File: config.mk
export PLATFORM = sky130hd
export DESIGN_NAME = mdio_mgmt_master
export DESIGN_NICKNAME = d
export VERILOG_FILES = /design/src/rtl/mdio_mgmt_pkg.sv /design/src/rtl/mdio_mdc_gen.sv /design/src/rtl/mdio_frame_engine.sv /design/src/rtl/mdio_reg_if.sv /design/src/rtl/mdio_mgmt_master.sv
export SDC_FILE = /design/constraint.sdc
export NUM_CORES = 1
export LEC_CHECK = 0
export BUFFER_PORTS_ARGS = -buffer_cell sky130_fd_sc_hd__buf_2
export CORE_MARGIN = 2
export CORE_UTILIZATION = 60
export CTS_CLUSTER_SIZE = 14
export DETAILED_ROUTE_END_ITERATION = 10
export PLACE_DENSITY = 0.79
export SYNTH_ARGS = -nofsm -noshare
export SYNTH_HDL_FRONTEND = slang
export SYNTH_SLANG_ARGS = --single-unit
File: constraint.sdc
create_clock -name clk -period 4.7 [get_ports clk]
set_clock_uncertainty 0.1 [all_clocks]
set_input_delay 1.41 -clock clk [delete_from_list [all_inputs] [get_ports clk]]
set_output_delay 1.41 -clock clk [all_outputs]
set_load 0.02 [all_outputs]
File: src/rtl/mdio_mgmt_pkg.sv
`timescale 1ns/1ps
package mdio_mgmt_pkg;
  localparam int REG_STATUS = 0;
  localparam int REG_CMD    = 8;
  localparam int REG_DATA   = 12;

  localparam int BUSY_BIT   = 3;
  localparam int VALID_BIT  = 31;
  localparam int PHY_LSB    = 25;
  localparam int REGAD_LSB  = 20;
  localparam int WDATA_LSB  = 4;
  localparam int OPWR_BIT   = 1;
  localparam int OPRD_BIT   = 2;
  localparam int ERR_BIT    = 16;

  localparam int PREAMBLE_LEN = 32;
  localparam int FRAME_LEN    = 64;
  localparam int TA_IDX       = 46;
  localparam int DATA_IDX     = 48;
  localparam int IDX_W        = $clog2(FRAME_LEN);

  typedef struct packed {
    logic        is_rd;
    logic [4:0]  phy;
    logic [4:0]  regad;
    logic [15:0] wdata;
  } mdio_cmd_t;
endpackage

File: src/rtl/mdio_mdc_gen.sv
`timescale 1ns/1ps
module mdio_mdc_gen #(
  parameter int HALF = 2
) (
  input  logic clk,
  input  logic rst,
  output logic mdc,
  output logic rise_tick,
  output logic fall_tick
);
  localparam int CNT_W = (HALF > 1) ? $clog2(HALF) : 1;
  localparam logic [CNT_W-1:0] LAST = CNT_W'(HALF - 1);

  logic [CNT_W-1:0] cnt;
  logic             wrap;

  assign wrap      = (cnt == LAST);
  assign rise_tick = wrap & ~mdc;
  assign fall_tick = wrap & mdc;

  always_ff @(posedge clk) begin
    if (rst) begin
      cnt <= '0;
      mdc <= 1'b0;
    end else if (wrap) begin
      cnt <= '0;
      mdc <= ~mdc;
    end else begin
      cnt <= cnt + 1'b1;
    end
  end
endmodule

File: src/rtl/mdio_frame_engine.sv
`timescale 1ns/1ps
module mdio_frame_engine
  import mdio_mgmt_pkg::*;
(
  input  logic        clk,
  input  logic        rst,
  input  logic        start,
  input  mdio_cmd_t   cmd,
  input  logic        rise_tick,
  input  logic        fall_tick,
  input  logic        mdio_i,
  output logic        mdio_o,
  output logic        mdio_oe,
  output logic        done,
  output logic [15:0] rd_value,
  output logic        rd_err
);
  localparam logic [IDX_W-1:0] LAST_IDX = IDX_W'(FRAME_LEN - 1);
  localparam logic [IDX_W-1:0] REL_IDX  = IDX_W'(TA_IDX - 1);
  localparam logic [IDX_W-1:0] TA2_IDX  = IDX_W'(TA_IDX + 1);
  localparam logic [IDX_W-1:0] DAT_IDX  = IDX_W'(DATA_IDX);

  logic [FRAME_LEN-1:0] shreg;
  logic [IDX_W-1:0]     bit_idx;
  logic                 pend, run, is_rd;
  logic [FRAME_LEN-1:0] load_word;

  always_comb begin
    load_word = {{PREAMBLE_LEN{1'b1}}, 2'b01,
                 cmd.is_rd ? 2'b10 : 2'b01,
                 cmd.phy, cmd.regad,
                 cmd.is_rd ? 2'b11 : 2'b10,
                 cmd.is_rd ? 16'hFFFF : cmd.wdata};
  end

  always_ff @(posedge clk) begin
    if (rst) begin
      shreg    <= '0;
      bit_idx  <= '0;
      pend     <= 1'b0;
      run      <= 1'b0;
      is_rd    <= 1'b0;
      mdio_o   <= 1'b1;
      mdio_oe  <= 1'b0;
      done     <= 1'b0;
      rd_value <= '0;
      rd_err   <= 1'b0;
    end else begin
      done <= 1'b0;
      if (start && !pend && !run) begin
        pend     <= 1'b1;
        shreg    <= load_word;
        is_rd    <= cmd.is_rd;
        rd_value <= '0;
        rd_err   <= 1'b0;
      end
      if (fall_tick) begin
        if (pend) begin
          pend    <= 1'b0;
          run     <= 1'b1;
          bit_idx <= '0;
          mdio_o  <= shreg[FRAME_LEN-1];
          mdio_oe <= 1'b1;
          shreg   <= shreg << 1;
        end else if (run) begin
          if (bit_idx == LAST_IDX) begin
            run     <= 1'b0;
            mdio_oe <= 1'b0;
            mdio_o  <= 1'b1;
            done    <= 1'b1;
          end else begin
            bit_idx <= bit_idx + 1'b1;
            mdio_o  <= shreg[FRAME_LEN-1];
            shreg   <= shreg << 1;
            if (is_rd && bit_idx == REL_IDX) mdio_oe <= 1'b0;
          end
        end
      end
      if (rise_tick && run && is_rd) begin
        if (bit_idx == TA2_IDX && mdio_i) rd_err <= 1'b1;
        if (bit_idx >= DAT_IDX) rd_value <= {rd_value[14:0], mdio_i};
      end
    end
  end
endmodule

File: src/rtl/mdio_reg_if.sv
`timescale 1ns/1ps
module mdio_reg_if
  import mdio_mgmt_pkg::*;
#(
  parameter int ADDR_W = 4
) (
  input  logic              clk,
  input  logic              rst,
  input  logic [ADDR_W-1:0] bus_addr,
  input  logic              bus_wen,
  input  logic              bus_ren,
  input  logic [31:0]       bus_wdata,
  output logic [31:0]       bus_rdata,
  input  logic              done,
  input  logic [15:0]       rd_value,
  input  logic              rd_err,
  output logic              start,
  output mdio_cmd_t         cmd,
  output logic              busy,
  output logic [31:0]       data_reg
);
  logic accept, op_ok, unused_bits;

  assign op_ok       = bus_wdata[OPWR_BIT] ^ bus_wdata[OPRD_BIT];
  assign accept      = bus_wen && (bus_addr == ADDR_W'(REG_CMD)) && !busy &&
                       bus_wdata[VALID_BIT] && op_ok;
  assign unused_bits = ^{bus_wdata[30], bus_wdata[3], bus_wdata[0]};

  always_ff @(posedge clk) begin
    if (rst) begin
      start    <= 1'b0;
      busy     <= 1'b0;
      cmd      <= '0;
      data_reg <= '0;
    end else begin
      start <= accept;
      if (accept) begin
        busy      <= 1'b1;
        cmd.is_rd <= bus_wdata[OPRD_BIT];
        cmd.phy   <= bus_wdata[PHY_LSB +: 5];
        cmd.regad <= bus_wdata[REGAD_LSB +: 5];
        cmd.wdata <= bus_wdata[WDATA_LSB +: 16];
      end else if (done) begin
        busy <= 1'b0;
        if (cmd.is_rd) data_reg <= {15'b0, rd_err, rd_value};
      end
    end
  end

  always_ff @(posedge clk) begin
    if (rst) begin
      bus_rdata <= '0;
    end else if (bus_ren) begin
      if (bus_addr == ADDR_W'(REG_STATUS))
        bus_rdata <= 32'(busy) << BUSY_BIT;
      else if (bus_addr == ADDR_W'(REG_DATA))
        bus_rdata <= data_reg;
      else
        bus_rdata <= '0;
    end
  end
endmodule

File: src/rtl/mdio_mgmt_master.sv
`timescale 1ns/1ps
module mdio_mgmt_master
  import mdio_mgmt_pkg::*;
#(
  parameter int MDC_HALF = 2,
  parameter int ADDR_W   = 4
) (
  input  logic              clk,
  input  logic              rst,
  input  logic [ADDR_W-1:0] bus_addr,
  input  logic              bus_wen,
  input  logic              bus_ren,
  input  logic [31:0]       bus_wdata,
  output logic [31:0]       bus_rdata,
  output logic              mdc_o,
  output logic              mdio_o,
  output logic              mdio_oe,
  input  logic              mdio_i
);
  logic        rise_tick, fall_tick, start, done, rd_err, busy_w;
  logic [15:0] rd_value;
  logic [31:0] data_reg_w;
  mdio_cmd_t   cmd;

  mdio_mdc_gen #(.HALF(MDC_HALF)) clkgen_i (
    .clk(clk), .rst(rst), .mdc(mdc_o),
    .rise_tick(rise_tick), .fall_tick(fall_tick)
  );

  mdio_reg_if #(.ADDR_W(ADDR_W)) regs_i (
    .clk(clk), .rst(rst), .bus_addr(bus_addr), .bus_wen(bus_wen),
    .bus_ren(bus_ren), .bus_wdata(bus_wdata), .bus_rdata(bus_rdata),
    .done(done), .rd_value(rd_value), .rd_err(rd_err),
    .start(start), .cmd(cmd), .busy(busy_w), .data_reg(data_reg_w)
  );

  mdio_frame_engine engine_i (
    .clk(clk), .rst(rst), .start(start), .cmd(cmd),
    .rise_tick(rise_tick), .fall_tick(fall_tick), .mdio_i(mdio_i),
    .mdio_o(mdio_o), .mdio_oe(mdio_oe), .done(done),
    .rd_value(rd_value), .rd_err(rd_err)
  );
endmodule

[Word level (Yosys, flattened, before mapping)]
Cells that the tools add are included.
Storage, ports and cells
  register bits: 173
  bits in latches: 0
  bits in writable memories: 0
  ROM bits: 0
  bits of input ports: 41
  output and inout port bits: 35
  logic and storage cells: 94
  memories kept: 0
Cells by class
  add/sub/neg operators: 2
  $mul: 0
  divide/modulo/power cells: 0
  $lt $le $gt $ge: 1
  equal/unequal tests: 6
  shift-type cells: 0
  multiplexer cells: 35
  bitwise operators: 7
  reduce and logical (&&, ||, !) cells: 23
Operator list (count)
  $mux 64: 5
  $mux 16: 4
  $mux 32: 1
  $mux 1: 20
  $eq 6x6->1 const B: 3
  $mux 6: 3
  $mux 17: 1
  $logic_and 1x1->1: 10
  $reduce_and 3->1: 3
  $eq 4x4->1 const B: 2
  $add 6x1->6 const B: 1
  $ge 6x6->1 const B: 1
  $logic_not 4->1: 1
  $not 1->1: 4
  $reduce_bool 2->1: 2
  $reduce_or 4->1: 1
  $logic_not 1->1: 3
  $reduce_bool 3->1: 1
  $and 1x1->1: 2
  $mux 2: 1
  $ne 2x1->1 const B: 1
  $reduce_and 2->1: 1
  $reduce_or 2->1: 1
  $add 1x1->1 const B: 1
  $xor 1x1->1: 1

[Depth between registers and ports, before layout]
Gate-level depths: netlist of the first run.
  word-level depth: 8
  depth in mapped cells: 7
  mapped depth without buffers: 6

[By module]
Synthesis of the first run repeated with hierarchy kept, for this count alone.
Second synthesis, totals
  cells, all modules: 783
  area, all modules: 7250.7 um2
Modules (own cells, without submodules)
  mdio_frame_engine: instances 1, cells each 472, area each 4327.9 um2, seq. area each 1861.8 um2
  mdio_reg_if: instances 1, cells each 304, area each 2852.7 um2, seq. area each 1261.2 um2
  mdio_mdc_gen: instances 1, cells each 7, area each 70.1 um2, seq. area each 40.0 um2

[Worst setup path before layout of the first run]
OpenSTA, ideal clock, no wires.
  kind: input -> register
  from: in bus_addr[2]
  to: reg regs_i.data_reg[10]
  data arrival time: 2.425 ns
  data required time: 4.472 ns
  slack: 2.048 ns
  stages on the path: 6
  path through: and4bb_2 > a31oi_1 > buf_4 > buf_4 > mux2i_1 > nor2_1
On the way
  cells in the longest elaborated chain, start to end: 7
RTL lines
  from (decl): RTL line mdio_mgmt_master.sv:10  | input logic [ADDR_W-1:0] bus_addr,
  $eq 4x4->1: RTL line mdio_reg_if.sv:25  | assign accept = bus_wen && (bus_addr == ADDR_W'(REG_CMD)) && !busy &&
  $logic_and 1x1->1 (3 in a row): RTL line mdio_reg_if.sv:25
  $logic_and 1x1->1: RTL line mdio_reg_if.sv:26  | bus_wdata[VALID_BIT] && op_ok;
  $not 1->1 (no line)
  $reduce_and 3->1 (no line)
  to (signal assigned): RTL line mdio_reg_if.sv:45  | if (cmd.is_rd) data_reg <= {15'b0, rd_err, rd_value};
  to (decl): RTL line mdio_reg_if.sv:20  | output logic [31:0] data_reg
No other way between the ends.
A chain may end at the register's enable or synchronous reset.

[Worst setup path in the final report of the first run]
  from: in bus_addr[1]
  to: reg regs_i.cmd[25] (netlist name)
On the way
  cells in the longest elaborated chain, start to end: 5
RTL lines (RTL line)
  $eq 4x4->1: mdio_reg_if.sv:25
  $logic_and 1x1->1 (3 in a row): mdio_reg_if.sv:25
  $logic_and 1x1->1: mdio_reg_if.sv:26
No other way between the ends.

==> results of run 1 <==
==> cell usage after synthesis (all sizes together), types with 2 or more instances <==
| library cell | n | area, um^2 |
|---|---|---|
| nor3b | 4 | 46.3 |
| and3 | 2 | 12.5 |
| o21ai | 4 | 20.0 |
| ha | 2 | 25.0 |
| nor3 | 72 | 360 |
| inv | 2 | 7.51 |
| nor2 | 101 | 379 |
| o211ai | 15 | 113 |
| nand2 | 101 | 379 |
| a311oi | 10 | 87.6 |
| a31oi | 5 | 31.3 |
| and2 | 16 | 100 |
| or4b | 2 | 20.0 |
| clkbuf | 32 | 123 |
| dfxtp | 158 | 3160 |
| a21oi | 71 | 355 |
| nand3 | 9 | 55.1 |
| nand2b | 3 | 18.8 |
| mux2i | 33 | 330 |
| or3 | 21 | 131 |
| nor2b | 16 | 100 |
| buf | 42 | 287 |
==> worst max-delay path by stage <==
stage	startpoint	to	slack (ns)	depth (start not counted)
after global routing	bus_addr[1]	regs_i.cmd[25]	1.69	5
after CTS	bus_addr[1]	regs_i.cmd[25]	1.87	5
after detailed placement	bus_addr[1]	regs_i.cmd[25]	1.36	5
final	bus_addr[1]	regs_i.cmd[25]	1.88	5
after global placement	bus_addr[1]	regs_i.cmd[25]	1.45	5
after floorplan	bus_addr[2]	regs_i.data_reg[10]	2.05	6
==> cells by family after synthesis <==
family	Yosys count
AO/OA/AOI/OAI	112
XOR/XNOR	2
adder cells (fa/ha/maj)	2
buffers and inverters	76
flip-flops	158
multiplexers	33
other	1
AND/OR/NAND/NOR	354
==> power groups by stage <==
stage / logic, mW / registers [mW] / clock network [mW]
global route: 0.0751 / 1.35 / 1.48
global placement: 0.0660 / 1.38 / 0
CTS: 0.0680 / 1.35 / 1.42
detailed placement: 0.0677 / 1.38 / 0
finish: 0.0680 / 1.35 / 1.40
floorplan: 0.0539 / 1.38 / 0
==> worst register-to-register path: cells and delay by family (launching register included) <==
| kind | cells | cell delay, ns |
|---|---|---|
| AO/OA/AOI/OAI | 2 | 1.11 |
| buffers and inverters | 1 | 0.42 |
| flip-flops | 1 | 0.67 |
| AND/OR/NAND/NOR | 2 | 0.26 |
==> layer usage <==
layer / track usage / vias to the layer above / wire length, um
li1: - / 2521 / -
met1: 0.282 / 2313 / 5630
met2: 0.374 / 125 / 5890
met3: 0.0480 / 11 / 506
met4: 0.0826 / 0 / 150
met5: 0 / - / 0
==> stage by stage <==
step / std cells / util / total power, mW
final: 909 / 0.688 / 2.82
after global routing: 909 / 0.688 / 2.91
after CTS: 909 / 0.688 / 2.84
after detailed placement: 877 / 0.629 / 1.45
after global placement: 877 / 0.629 / 1.44
after floorplan: 752 / - / 1.43
==> final cells by class <==
type                    instances  area share
well taps                     136      0.0240
multi-input cells             518       0.395
clock buffers                  20      0.0601
flip-flops and latches        158       0.447
repair buffers                 63      0.0470
inverters                       2     0.00106
clock inverters                12      0.0262
==> qor.csv, run 1 <==
stage,metric,value,unit
worst_hold_path,HP Class,reg2reg,
clock_tree,CTS tree,built,
yosys,post-synthesis sequential area ratio,0.501,
critical_path,Setup Crit Path Kind,in2reg,
yosys,Compound-Gate Fraction of Synth Area,0.109,
drt,DRC,0,
yosys,register bit total from synthesis,158,
drt,Final ANT Viol Nets,0,
worst_hold_path,Hold Path Cell Cnt,2,
place,Post-DP Area,6460,um^2
global_route,vias in the first global route,4718,
cells_and_area,Fillers,811,
place,Detail Placement HPWL,7150,um
pwr,Switching Share,0.209,
cells_and_area,largest registers,"engine_i.shreg (64), regs_i.cmd (27)",
critical_path,"Data required, critical path",5.04,ns
global_route,Total GRT Usage,0.222,
critical_path,R2R Path Start,engine_i.pend,
critical_path,Critical Path AT,3.16,ns
timing,post-route setup slack,1.88,ns
timing,Worst-Margin Slew,1.07,ns
die,Ports,76,
critical_path,CP endpoint kind,flip-flop,
clock_tree,Setup Buffers After CTS,0,
drt,vias,4970,
die,Die Wd,107,um
pwr,PwrDens,399,nW/um^2
clock_tree,H-tree levels,4,
pwr,Leak,2.80,nW
timing,post-route minimum period,2.82,ns
drt,DR WL/cell,13.4,um
cells_and_area,"most common cell after layout, fill and taps aside",dfxtp_1,
cells_and_area,"commonest cells after routing, fill and taps aside","158 x dfxtp_1, 101 x nor2_1, 101 x nand2_1, 72 x nor3_1, 71 x a21oi_1",
place,pre-CTS setup slack,1.36,ns
clock_tree,Clock Pin Slew Worst Setup and Hold Paths,0.06,ns
yosys,largest family of logic cells by synthesized area,simple AND/OR/NAND/NOR gates,
yosys,Mapped Area,6310,um^2
place,GPL Wtd Cong,0.754,
die,standard-cell rows,37,
critical_path,cell family with the largest share of critical-path delay,simple AND/OR/NAND/NOR gates,
yosys,yosys warns,0,
die,chip height,107,um
clock_tree,Clock Latency Late Sink,0.52,ns
cells_and_area,ant diodes,0,
yosys,multiplexer share of the synthesized area,0.0523,
worst_hold_path,end of the worst hold path,regs_i.cmd[4],
timing,unrepaired setup endpoints after global routing,false,
clock_tree,CTS max path bufs,2,
cells_and_area,max reg flops,64,
critical_path,worst reg-to-reg path cell count,5,
cells_and_area,cell area after layout,7080,um^2
die,Core Area,10300,um^2
pwr,switching power,0.590,mW
cells_and_area,Multi-input gate area,2790,um^2
drt,final WL,12200,um
pwr,Max VDD drop,275,uV
clock_tree,CTS buffer count,17,
timing,final setup vio count,0,
critical_path,RR Endpoint,engine_i.shreg[32],
timing,fin crit share,0.599,
clock_tree,Post-CTS Hold Buffers,0,
drt,Via density,5.47,
cells_and_area,share of cells above drive strength 1,0.135,
run_status,outcome,finished clean,
global_route,grt ovf,0,
timing,Achievable Freq,355,MHz
critical_path,crit path launch type,input port,
timing,WHS,0.349,ns
cells_and_area,Area Overhead vs Synth,12.1,%
clock_tree,root buf cell,clkbuf_8,
worst_hold_path,Hold Crit Start,regs_i.cmd[4],
timing,worst rel slew slack,0.288,
place,IO Port Bufs,57,
global_route,first-pass GRT wire length,20800,um
critical_path,CP max stage cell,and3_1,
timing,Max Slew Vio Count,0,
critical_path,"Max FO, Critical Path",27,
drt,1st-pass router iterations,5,
yosys,Post-Synth Simple-Gate Area,0.265,
pwr,Clock Power Share,0.498,
critical_path,R2R Setup Slk,2.05,ns
run,max_cap viols,0,
cells_and_area,Final #Nets,803,
clock_tree,CTS sink count,158,
yosys,xor-xnor portion of the synthesized cell area,0.00278,
die,die area,11400,um^2
global_route,initial antenna violation count,0,
die,Initial Utilization,0.614,
cells_and_area,largest reg by FF count,engine_i.shreg,
timing,"Hold Vio Cnt, Final",0,
clock_tree,Resized Gates After CTS,0,
pwr,Seq pwr share,0.478,
yosys,Post-Synth Adder-Cell Area,0.00396,
yosys,"EDFF count, synth",0,
yosys,Mapped Cells,738,
yosys,Synth cell types,45,
pwr,P_int,2.23,mW
critical_path,CP bufs+invs,1,
yosys,asr flop ratio synth,0,
drt,drt initial violations,269,
cells_and_area,register area,3160,um^2
yosys,Main synth FF type,dfxtp_1,
critical_path,crit path cell chain,buf_2 > nor3b_2 > and3_1 > nand2_1 > a21oi_1,
timing,Sum Neg Setup Slack,0,ns
pwr,combinational power share,0.024,
critical_path,Critical Path Max Stage Delay,0.90,ns
global_route,largest net degree at the start of global routing,109,
yosys,syn avg cell area,8.55,um^2
Power figures use the tool's default switching activity.
==> inputs of run 2 (changes only) <==
Settings changed: CORE_UTILIZATION 60 to 58, PLACE_DENSITY 0.79 to 0.77.
Clock period 4.7 ns to 2.7 ns, I/O delays scaled along.
==> run 2 against run 1 <==
  * Non-clock buffer count grew 4
  * Via count grew 1.6%
  * Sequential power grew 74%
  * Largest power group unchanged
==> qor.csv, run 2 (synthesized netlist as in run 1, its figures left out) <==
stage,metric,value,unit
global_route,initial antenna violation count,0,
place,IO Port Bufs,57,
critical_path,crit path launch type,flip-flop,
cells_and_area,"most common cell after layout, fill and taps aside",dfxtp_1,
die,Initial Utilization,0.587,
clock_tree,CTS buffer count,17,
critical_path,worst reg-to-reg path cell count,6,
pwr,Leak,2.86,nW
timing,"Hold Vio Cnt, Final",0,
clock_tree,root buf cell,clkbuf_8,
place,GPL Wtd Cong,0.814,
cells_and_area,Fillers,876,
timing,unrepaired setup endpoints after global routing,false,
clock_tree,CTS max path bufs,2,
cells_and_area,Final #Nets,807,
global_route,grt ovf,0,
clock_tree,Clock Pin Slew Worst Setup and Hold Paths,0.06,ns
pwr,PwrDens,702,nW/um^2
global_route,first-pass GRT wire length,21100,um
cells_and_area,ant diodes,0,
die,Ports,76,
drt,Via density,5.50,
drt,DRC,0,
timing,Achievable Freq,446,MHz
critical_path,Setup Crit Path Kind,reg2reg,
timing,Sum Neg Setup Slack,0,ns
cells_and_area,largest reg by FF count,engine_i.shreg,
cells_and_area,register area,3160,um^2
place,Detail Placement HPWL,7230,um
clock_tree,CTS sink count,158,
timing,Worst-Margin Slew,0.661,ns
cells_and_area,Area Overhead vs Synth,13.5,%
critical_path,CP endpoint kind,flip-flop,
pwr,Max VDD drop,502,uV
clock_tree,Post-CTS Hold Buffers,0,
cells_and_area,Multi-input gate area,2790,um^2
timing,worst rel slew slack,0.559,
timing,Max Slew Vio Count,0,
global_route,Total GRT Usage,0.224,
die,die area,11700,um^2
global_route,largest net degree at the start of global routing,155,
die,chip height,108,um
critical_path,"Data required, critical path",3.02,ns
drt,Final ANT Viol Nets,0,
place,pre-CTS setup slack,0.355,ns
clock_tree,Resized Gates After CTS,0,
critical_path,"Max FO, Critical Path",74,
drt,vias,5048,
drt,DR WL/cell,13.3,um
timing,post-route minimum period,2.24,ns
cells_and_area,largest registers,"engine_i.shreg (64), regs_i.cmd (27)",
die,Core Area,10700,um^2
timing,final setup vio count,0,
die,standard-cell rows,38,
clock_tree,Clock Latency Late Sink,0.53,ns
global_route,vias in the first global route,4843,
cells_and_area,Final Util,0.667,
worst_hold_path,Hold Path Cell Cnt,2,
drt,1st-pass router iterations,4,
drt,drt initial violations,282,
clock_tree,H-tree levels,4,
pwr,Pwr Total,5.03,mW
clock_tree,Setup Buffers After CTS,0,
drt,final WL,12200,um
timing,post-route setup slack,0.459,ns
timing,fin crit share,0.830,
die,Die Wd,108,um
cells_and_area,"commonest cells after routing, fill and taps aside","158 x dfxtp_1, 101 x nor2_1, 101 x nand2_1, 72 x nor3_1, 71 x a21oi_1",
cells_and_area,share of cells above drive strength 1,0.139,
cells_and_area,max reg flops,64,
worst_hold_path,HP Class,reg2reg,
run,max_cap viols,0,
critical_path,Critical Path AT,2.56,ns
clock_tree,CTS tree,built,
run_status,outcome,finished clean,
run 2: worst paths after layout:
kind | startpoint | endpoint | slack [ns]
max | engine_i.bit_idx[0] | engine_i.shreg[25] | 0.46
min | regs_i.cmd[11] | regs_i.cmd[11] | 0.35
min reg2reg | regs_i.cmd[11] | regs_i.cmd[11] | 0.35
max reg2reg | engine_i.bit_idx[0] | engine_i.shreg[25] | 0.46
run 2: cell type report:
type                            count  area share
Sequential cell                   158       0.442
Multi-Input combinational cell    518       0.390
Clock buffer                       22      0.0632
Timing Repair Buffer               67      0.0541
Clock inverter                     10      0.0259
Tap cell                          140      0.0245
Inverter                            2     0.00105
run 2: critical path: stages, from the launching register on:
cell      delay [ns]
dfxtp_1         0.42
ha_1            0.24
nand3_2         0.14
o31ai_4         0.50
buf_12          0.36
nor2_1          0.07
a311oi_1        0.28
run 2: stage by stage:
step                      hold WS [ns]  area, um^2  instances
after detailed placement         0.340        6530        885
after CTS                        0.349        7160        917
final                            0.348        7160        917
after floorplan                  0.327        6360        752
after global routing             0.366        7160        917
after global placement           0.336        6530        885
run 2: report_power, final:
| part | switching (mW) | internal, mW |
|---|---|---|
| registers | 0.00998 | 2.34 |
| clock network | 0.908 | 1.64 |
| logic | 0.0850 | 0.0379 |
| total | 1.00 | 4.02 |
run 2: layer usage:
layer	up-vias	GRT usage	share of wire
met4	0	0.0916	0.017
met5	-	0	0
met3	18	0.0500	0.036
met1	2399	0.253	0.45
met2	99	0.409	0.49
li1	2532	-	-
==> inputs of run 3 (changes only) <==
Clock period 2.7 ns to 2.15 ns, I/O delays scaled along.
==> run 3 against run 2 <==
  * Sequential share of layout area increased by 0.21 points
  * Routed wire length increased by 0.93%
  * Non-clock buffer count increased by 8
  * Worst hold slack got worse by 0.093 ns
  * Critical path type is now reg2out
  * Cell count increased by 0.33%
  * Global-route usage decreased by 0.072 points
  * Utilization decreased by 0.31 points
==> qor.csv, run 3 (synthesized netlist as in run 1, its figures left out) <==
stage,metric,value,unit
timing,worst rel slew slack,0.565,
place,IO Port Bufs,57,
cells_and_area,"commonest cells after routing, fill and taps aside","158 x dfxtp_1, 101 x nor2_1, 101 x nand2_1, 72 x nor3_1, 71 x a21oi_1",
clock_tree,Setup Buffers After CTS,0,
drt,final WL,12300,um
die,Initial Utilization,0.587,
global_route,first-pass GRT wire length,20900,um
clock_tree,Resized Gates After CTS,0,
timing,post-route minimum period,2.00,ns
cells_and_area,"most common cell after layout, fill and taps aside",dfxtp_1,
die,Die Wd,108,um
place,"number of placed instances, taps included",893,
clock_tree,CTS sink count,158,
global_route,vias in the first global route,4741,
place,pre-CTS setup slack,0.149,ns
cells_and_area,Area Overhead vs Synth,12.9,%
die,die area,11700,um^2
cells_and_area,largest reg by FF count,engine_i.shreg,
global_route,grt ovf,0,
cells_and_area,Finished Layout Cells,920,
die,standard-cell rows,38,
die,Ports,76,
critical_path,Critical Path AT,1.25,ns
cells_and_area,Final #Nets,815,
cells_and_area,Fillers,921,
drt,Via density,5.39,
timing,Sum Neg Setup Slack,0,ns
critical_path,"Data required, critical path",1.40,ns
cells_and_area,ant diodes,0,
timing,post-route setup slack,0.152,ns
timing,unrepaired setup endpoints after global routing,false,
pwr,Pwr Total,5.67,mW
global_route,largest net degree at the start of global routing,155,
clock_tree,Clock Pin Slew Worst Setup and Hold Paths,0.06,ns
global_route,initial antenna violation count,0,
critical_path,CP bufs+invs,1,
run,max_cap viols,0,
clock_tree,Clock Latency Late Sink,0.53,ns
drt,Final ANT Viol Nets,0,
worst_hold_path,HP Class,in2reg,
cells_and_area,max reg flops,64,
pwr,PwrDens,795,nW/um^2
clock_tree,H-tree levels,4,
critical_path,CP max stage cell,dfxtp_1,
timing,WHS,0.255,ns
critical_path,Setup Crit Path Kind,reg2out,
pwr,Max VDD drop,615,uV
critical_path,Critical Path Max Stage Delay,0.50,ns
timing,Worst-Margin Slew,0.652,ns
clock_tree,CTS tree,built,
place,GPL Wtd Cong,0.802,
timing,fin crit share,0.929,
die,chip height,108,um
critical_path,cell family with the largest share of critical-path delay,flip-flops,
die,Core Area,10700,um^2
clock_tree,CTS buffer count,17,
place,Detail Placement HPWL,7500,um
cells_and_area,largest registers,"engine_i.shreg (64), regs_i.cmd (27)",
clock_tree,CTS max path bufs,2,
cells_and_area,share of cells above drive strength 1,0.141,
timing,Max Slew Vio Count,0,
timing,"Hold Vio Cnt, Final",0,
pwr,Leak,2.85,nW
critical_path,CP endpoint kind,output port,
critical_path,crit path cell chain,buf_2,
global_route,Total GRT Usage,0.224,
drt,vias,4962,
drt,DR WL/cell,13.3,um
run_status,outcome,finished clean,
drt,drt initial violations,217,
drt,1st-pass router iterations,4,
timing,Achievable Freq,500,MHz
timing,final setup vio count,0,
clock_tree,root buf cell,clkbuf_8,
drt,DRC,0,
critical_path,"Max FO, Critical Path",7,
clock_tree,Post-CTS Hold Buffers,0,
critical_path,crit path launch type,flip-flop,
-- run 3: changes by cell type in the layout (fill, tap and decap cells not counted), sizes merged --
cell | before | now
clkinvlp | 1 | 0
buf | 67 | 75
clkinv | 4 | 2
clkbuf | 22 | 25
bufinv | 5 | 0
-- run 3: path summary, 6_finish.rpt --
| check | slack, ns | depth (start not counted) | startpoint | to |
|---|---|---|---|---|
| worst min register to register | 0.35 | 2 | regs_i.cmd[7] | regs_i.cmd[7] |
| worst max-delay path | 0.15 | 1 | clkgen_i.mdc | mdc_o |
| worst min-delay path | 0.25 | 3 | bus_wdata[12] | regs_i.cmd[8] |
| worst max register to register | 0.24 | 6 | engine_i.bit_idx[0] | engine_i.shreg[25] |
-- run 3: power by group --
group	switching (mW)	leakage, nW	internal [mW]	total (mW)
sequential	0.0122	1.27	2.94	2.95
combinational	0.107	1.33	0.0492	0.156
clock	1.06	0.246	1.51	2.56
total	1.18	2.85	4.49	5.67
-- run 3: layer usage --
layer / routed length, um / part of all wire / GRT usage / up-vias
met1: 5390 / 0.44 / 0.257 / 2311
li1: - / - / - / 2534
met3: 484 / 0.039 / 0.0579 / 21
met5: 0 / 0 / 0 / -
met2: 6170 / 0.50 / 0.399 / 96
met4: 227 / 0.018 / 0.0842 / 0
-- run 3: cell type report --
type | instances | area [um^2] | share of cell area
repair buffers | 75 | 498 | 0.0698
clock inverters | 2 | 10.0 | 0.00140
clock buffers | 25 | 484 | 0.0679
inverters | 2 | 7.51 | 0.00105
flip-flops and latches | 158 | 3160 | 0.444
multi-input cells | 518 | 2790 | 0.392
well taps | 140 | 175 | 0.0246
-- run 3: stage by stage --
stage | utilization | area, um^2
after floorplan | - | 6360
after global placement | 0.617 | 6640
after detailed placement | 0.617 | 6640
after CTS | 0.663 | 7130
after global routing | 0.663 | 7130
final | 0.663 | 7130
